**src/rtl/bshift_pkg.sv**
```systemverilog
package bshift_pkg;
  typedef enum logic [1:0] {
    SH_LOGIC = 2'b00,
    SH_ARITH = 2'b01,
    SH_ROT   = 2'b10,
    SH_PASS  = 2'b11
  } shift_type_e;

  typedef enum logic [1:0] {
    FILL_ZERO = 2'b00,
    FILL_SIGN = 2'b01,
    FILL_WRAP = 2'b10
  } fill_e;
endpackage

```
**src/rtl/bshift_ctrl.sv**
```systemverilog
module bshift_ctrl
  import bshift_pkg::*;
#(
  parameter int DATA_W = 32,
  parameter int IMM_W  = 16,
  localparam int AMT_W = $clog2(DATA_W)
) (
  input  logic [1:0]       shift_type_i,
  input  logic [IMM_W-1:0] imm_i,
  output fill_e            fill_o,
  output logic [AMT_W-1:0] amt_o
);
  logic [IMM_W-1:0] amt_mod;

  // amount is the immediate modulo the data width
  assign amt_mod = imm_i % IMM_W'(DATA_W);

  always_comb begin
    fill_o = FILL_ZERO;
    amt_o  = amt_mod[AMT_W-1:0];
    case (shift_type_e'(shift_type_i))
      SH_LOGIC: fill_o = FILL_ZERO;
      SH_ARITH: fill_o = FILL_SIGN;
      SH_ROT:   fill_o = FILL_WRAP;
      default: begin
        fill_o = FILL_ZERO;
        amt_o  = '0;       // pass: every stage off
      end
    endcase
  end

  always_comb begin
    if (shift_type_i == 2'b11)
      AST_PASS_NO_AMT: assert (amt_o == '0) else $error("pass with nonzero amount");
  end
endmodule

```
**src/rtl/bshift_stage.sv**
```systemverilog
module bshift_stage
  import bshift_pkg::*;
#(
  parameter int DATA_W = 32,
  parameter int DIST   = 1
) (
  input  logic [DATA_W-1:0] data_i,
  input  logic              en_i,
  input  fill_e             fill_i,
  output logic [DATA_W-1:0] data_o
);
  logic [DIST-1:0] fill_bits;

  always_comb begin
    case (fill_i)
      FILL_SIGN: fill_bits = {DIST{data_i[DATA_W-1]}};
      FILL_WRAP: fill_bits = data_i[DIST-1:0];
      default:   fill_bits = '0;
    endcase
  end

  assign data_o = en_i ? {fill_bits, data_i[DATA_W-1:DIST]} : data_i;
endmodule

```
**src/rtl/imm_barrel_shifter.sv**
```systemverilog
module imm_barrel_shifter
  import bshift_pkg::*;
#(
  parameter int DATA_W = 32,
  parameter int IMM_W  = 16,
  localparam int AMT_W = $clog2(DATA_W)
) (
  input  logic [DATA_W-1:0] data_i,
  input  logic [1:0]        shift_type_i,
  input  logic [IMM_W-1:0]  imm_i,
  output logic [DATA_W-1:0] data_o
);
  fill_e            fill;
  logic [AMT_W-1:0] amt;
  logic [DATA_W-1:0] chain [AMT_W+1];

  bshift_ctrl #(.DATA_W(DATA_W), .IMM_W(IMM_W)) i_ctrl (
    .shift_type_i(shift_type_i),
    .imm_i       (imm_i),
    .fill_o      (fill),
    .amt_o       (amt)
  );

  assign chain[0] = data_i;

  // largest distance first
  for (genvar s = 0; s < AMT_W; s++) begin : g_stage
    localparam int BIT = AMT_W - 1 - s;
    bshift_stage #(.DATA_W(DATA_W), .DIST(1 << BIT)) i_stage (
      .data_i(chain[s]),
      .en_i  (amt[BIT]),
      .fill_i(fill),
      .data_o(chain[s+1])
    );
  end

  assign data_o = chain[AMT_W];

  always_comb begin
    if (imm_i[AMT_W-1:0] == '0)
      AST_ZERO_AMT: assert (data_o == data_i) else $error("zero amount changed data");
    if (shift_type_i == 2'b11)
      AST_PASS: assert (data_o == data_i) else $error("pass changed data");
    if (shift_type_i == 2'b00 && imm_i[AMT_W-1:0] != '0)
      AST_ZERO_FILL: assert ((data_o >> (DATA_W - int'(imm_i[AMT_W-1:0]))) == '0)
        else $error("logical fill not zero");
    if (shift_type_i == 2'b01)
      AST_SIGN_KEPT: assert (data_o[DATA_W-1] == data_i[DATA_W-1]) else $error("sign lost");
    if (shift_type_i == 2'b10)
      AST_ROT_ONES: assert ($countones(data_o) == $countones(data_i)) else $error("rotate lost bits");
  end
endmodule

```
**config.mk**
```make
export PLATFORM = sky130hd
export DESIGN_NAME = imm_barrel_shifter
export DESIGN_NICKNAME = d
export VERILOG_FILES = /design/src/rtl/bshift_pkg.sv /design/src/rtl/bshift_ctrl.sv /design/src/rtl/bshift_stage.sv /design/src/rtl/imm_barrel_shifter.sv
export SDC_FILE = /design/constraint.sdc
export NUM_CORES = 1
export LEC_CHECK = 0
export CAP_MARGIN = 20
export CORE_MARGIN = 2
export CORE_UTILIZATION = 35
export DETAILED_ROUTE_END_ITERATION = 10
export GPL_ROUTABILITY_DRIVEN = 0
export GPL_TIMING_DRIVEN = 0
export SYNTH_ARGS = -nofsm -noshare
export SYNTH_HDL_FRONTEND = slang
export SYNTH_SLANG_ARGS = --single-unit
```
**constraint.sdc**
```tcl
create_clock -name vclk -period 8.4
set_input_delay 1.68 -clock vclk [all_inputs]
set_output_delay 1.68 -clock vclk [all_outputs]
set_load 0.005 [all_outputs]
```
After elaboration in Yosys (flattened, before gate mapping):

Index checks and enable logic that the tools add are counted.

* logic and storage cells: 18
* output and inout bits: 32
* register bits after elaboration: 0
* input port bits: 50

* multiplexer cells: 12
* reduce and logical (&&, ||, !) cells: 2
* equality and inequality tests: 4

Operators by type and width (number)
* two-way mux 32 bit: 5
* case mux 16 bit (2 select lines): 1
* case mux 8 bit (2 select lines): 1
* case mux 2 bit (2 select lines): 2
* case mux 4 bit (2 select lines): 1
* two-way mux 5 bit: 1
* equality test 2 x 1 -> 1 bit (second input constant): 2
* equality test 2 bit (second input constant): 2
* OR reduction 3 bit: 1
* zero test 2 bit: 1
* case mux 1 bit (2 select lines): 1

Longest topological paths before layout:

* depth in word-level cells: 13
* depth in mapped cells: 11
* depth with buffers taken out: 8

Cells and area by module:

A second synthesis with hierarchy kept.

* cell total of the unflattened synthesis: 285
* area total of the unflattened synthesis: 3057.9 um2

Modules (own cells, without submodules)
* bshift_stage (g_stage[0].i_stage): sequential area each 0.0 um2, cells each 80, area an instance 645.6 um2, instances 1
* bshift_stage (g_stage[1].i_stage): sequential area each 0.0 um2, cells each 61, area an instance 609.3 um2, instances 1
* bshift_stage (g_stage[4].i_stage): sequential area each 0.0 um2, cells each 43, area an instance 586.8 um2, instances 1
* bshift_stage (g_stage[2].i_stage): sequential area each 0.0 um2, cells each 49, area an instance 585.6 um2, instances 1
* bshift_stage (g_stage[3].i_stage): sequential area each 0.0 um2, cells each 45, area an instance 580.6 um2, instances 1
* bshift_ctrl: sequential area each 0.0 um2, cells each 7, area an instance 50.0 um2, instances 1

Worst setup path after synthesis:

Ideal clock, no wire load.

* path type: input port to output port
* start: input port shift_type_i[0]
* end: output port data_o[24]
* setup slack: 3.230 ns
* data arrival time: 3.490 ns
* path buffers: 3
* data required time: 6.720 ns
* stages on the path: 11
* cells stage by stage: inv_1 -> ha_1 -> buf_2 -> nor2b_1 -> clkbuf_1 -> nand2_1 -> buf_2 -> o21ai_0 -> mux2i_1 -> mux2_2 -> a21oi_1

* word-level cells in the longest chain between the ends: 10
* elaborated cells on any way between the ends: 15
* classes of those cells: eq/ne (4); mux (9); reduce/logical (2)

RTL lines
* from (decl): line imm_barrel_shifter.sv:9 `input logic [1:0] shift_type_i,`
* equality test 2 bit / equality test 2 x 1 -> 1 bit (equally long branches): line bshift_ctrl.sv:21 `case (shift_type_e'(shift_type_i))`
* case mux 2 bit (2 select lines): line bshift_ctrl.sv:21
* equality test 2 bit / equality test 2 x 1 -> 1 bit (equally long branches): line bshift_stage.sv:15 `case (fill_i)`
* case mux 16 bit (2 select lines): line bshift_stage.sv:15
* two-way mux 32 bit: line bshift_stage.sv:22 `assign data_o = en_i ? {fill_bits, data_i[DATA_W-1:DIST]} : data_i;`
* case mux 8 bit (2 select lines): line bshift_stage.sv:15
* two-way mux 32 bit (3 in a row): line bshift_stage.sv:22
* two-way mux 32 bit (*): line bshift_stage.sv:22
* to (decl): line imm_barrel_shifter.sv:11 `output logic [DATA_W-1:0] data_o`

Every way passes the cells marked *; elsewhere a longest branch is shown, timed or not.

Worst setup path in the final report:

Same ends and word-level chain as after synthesis.

==> impl_metrics.toml <==
[timing]
setup_viol = 0
post-route-period-util_pct = 80.8
slew_violations = 0
hold_violations = 0
rsz0062_at_grt = "no"
period_minus_slack_ns = 6.78
setup_tns_ns = 0
slew_headroom_pct = 44.7
timing.fmax_mhz = 147
tightest_slew_ns = 0.821

[synth]
avgSynthCellArea_um2 = 7.71
synth_xor_area_share_pct = 0
syn_area_um2 = 2730
synth_compound_gate_area_share_pct = 38.8
synth_top_area_share_pct = 15.8
synth_area_leader_cell = "mux2i_1"
ys_warn_count = 0
ys_seq_area_share_pct = 0
synth_top_family_by_area = "compound AO/OA/AOI/OAI gates"
ys_types = 59
synth.area.top_cells = "mux2i_1 (16%), mux4_2 (8.2%), mux2_2 (7.0%)"
synthCells = 354
synthAdderAreaFrac_pct = 1.37
syn_nets = 407
yosys.area_share.simple_pct = 16.9
synth_mux_area_share_pct = 34.2

[pwr]
power.total_uw = 301
combPwrFrac_pct = 100.0
p_seq_share_pct = 0
p_leak_nw = 1.44
peakVddDrop_uv = 36.1
p_int_uw = 152
switchingPower_uw = 149
pwr-share-clk_pct = 0
swShare_pct = 49.5
power_density_nw_per_um2 = 84.6

[layout]
register_area_um2 = 0
insertedDiodeCount = 0
syn2layout_area_growth_pct = 30.3
final_cells = 526
clkbuf_count = 0
finalInstanceArea_um2 = 3560
drive_gt1_share_pct = 14.9
nFlopsAndLatches = 0
nNetsFinal = 479

[setup_path]
crit_buf_inv = 5
worstSetupEndpointType = "output pin"
worstPathArrival_ns = 5.10
crit_path_start_kind = "input pin"
crit_chain = "clkdlybuf4s50_1 > inv_1 > ha_1 > buf_2 > nor2b_1 > clkbuf_1 > nand2_1 > o21ai_0 > o22ai_1 > a22o_1 > a21oi_1 > clkdlybuf4s50_1"
cp_max_fo = 8
cp.required_ns = 6.72
cpLargestDelayFamily = "buffers and inverters"
cp_common_cell = "clkdlybuf4s50_1"
crit_type = "in -> out"
cpPeakStageDelay_ns = 0.67
slowest_stage = "o21ai_0"

[floorplan]
core_um2 = 7650
rows = 32
initial_core_util_pct = 35.7
dieHeight_um = 92.3
die_area_um2 = 8520
ios = 82
die_w_um = 92.3

[route]
drc = 0
wl_per_cell_um = 20.7
drt_iter0_markers = 370
dr.pass1.iters = 6
drtAntennaViolNets = 0
via_count = 3416
routed_wl_um = 10900
vias_per_cell = 6.49

[placed_design]
dpl_cell_area_um2 = 3560
hpwl_um = 8740
placed_cells = 526
io_buffers = 70

[job]
cap_violations = 0

[global_routing]
grt_pass1_vias = 3172
grt_overflow = 0
grt.total_usage_pct = 24.8
antenna_found_initial = 0
grt_max_degree = 11
grt_pass1_wl_um = 17200

[worst_hold_path]
hold_class = "in -> out"

[clock_network]
post-cts-setup-buffer-count = 0
hold_buffers = 0
post_cts_resized = 0

[outcome]
run_status = "complete, no violations"
## kinds of logic after synthesis
group | count (synthesis)
buffers and inverters | 45
multiplexers | 75
adder cells (fa/ha/maj) | 3
AO/OA/AOI/OAI | 142
AND/OR/NAND/NOR | 89
## power groups by stage
stage,Combinational (mW),Clock [mW],Sequential (mW)
detailed placement,0.295,0,0
floorplan,0.173,0,0
CTS,0.296,0,0
global placement,0.294,0,0
global route,0.322,0,0
finish,0.301,0,0
## cells in the final DEF (no fill, tap or decap), drive strengths merged, types with 2 or more instances in the layout
master and count:
o22a 2, a22o 18, a211o 4, and3b 2
nor3 3, and3 3, a221oi 13, a221o 3
a31oi 2, o21ai 21, o221ai 4, mux2i 47
mux2 18, a211oi 4, clkdlybuf4s50 70, a22oi 18
o22ai 10, and2 3, a21boi 2, nand2 38
nor2 17, nor2b 5, o211ai 3, a21o 3
nand3b 2, mux4 10, nand2b 5, inv 5
nand3 5, a21oi 22, buf 25, a2bb2oi 4
clkbuf 15, ha 3
## through the flow
step | hold slack, ns | utilization, % | worst slack, ns
2_1_floorplan | 3.66 | - | 3.23
3_3_place_gp | 4.48 | 46.5 | 1.66
3_5_place_dp | 4.49 | 46.5 | 1.65
4_1_cts | 4.50 | 46.5 | 1.64
5_1_grt | 4.61 | 46.5 | 1.39
6_report | 4.51 | 46.5 | 1.62
## cell usage after synthesis (10+ instances only)
library cell  instances
a21oi_1              22
a221oi_1             11
a22o_1               18
a22oi_1              18
buf_2                11
clkbuf_1             15
mux2_2               17
mux2i_1              43
mux4_2               10
nand2_1              37
nor2_1               17
o21ai_0              16
o22ai_1              10
## area by class of cell
type | count | area [um^2]
Multi-Input combinational cell | 309 | 2490
Inverter | 5 | 18.8
Fill cell | 814 | 4090
Timing Repair Buffer | 70 | 701
Buffer | 40 | 220
Tap cell | 102 | 128
## per-layer routing
layer	up-vias	GRT usage [%]	part of all wire, %
met5	-	0	0
met4	0	4.73	2.4
met3	25	2.20	9.1
met2	203	41.8	47
met1	1635	34.6	42
li1	1553	-	-
## worst paths after layout
kind / start / end / depth (start not counted)
worst max-delay path: shift_type_i[0] / data_o[24] / 12
worst min-delay path: imm_i[3] / data_o[29] / 7
Note: power is estimated with default switching activity, not from simulation.
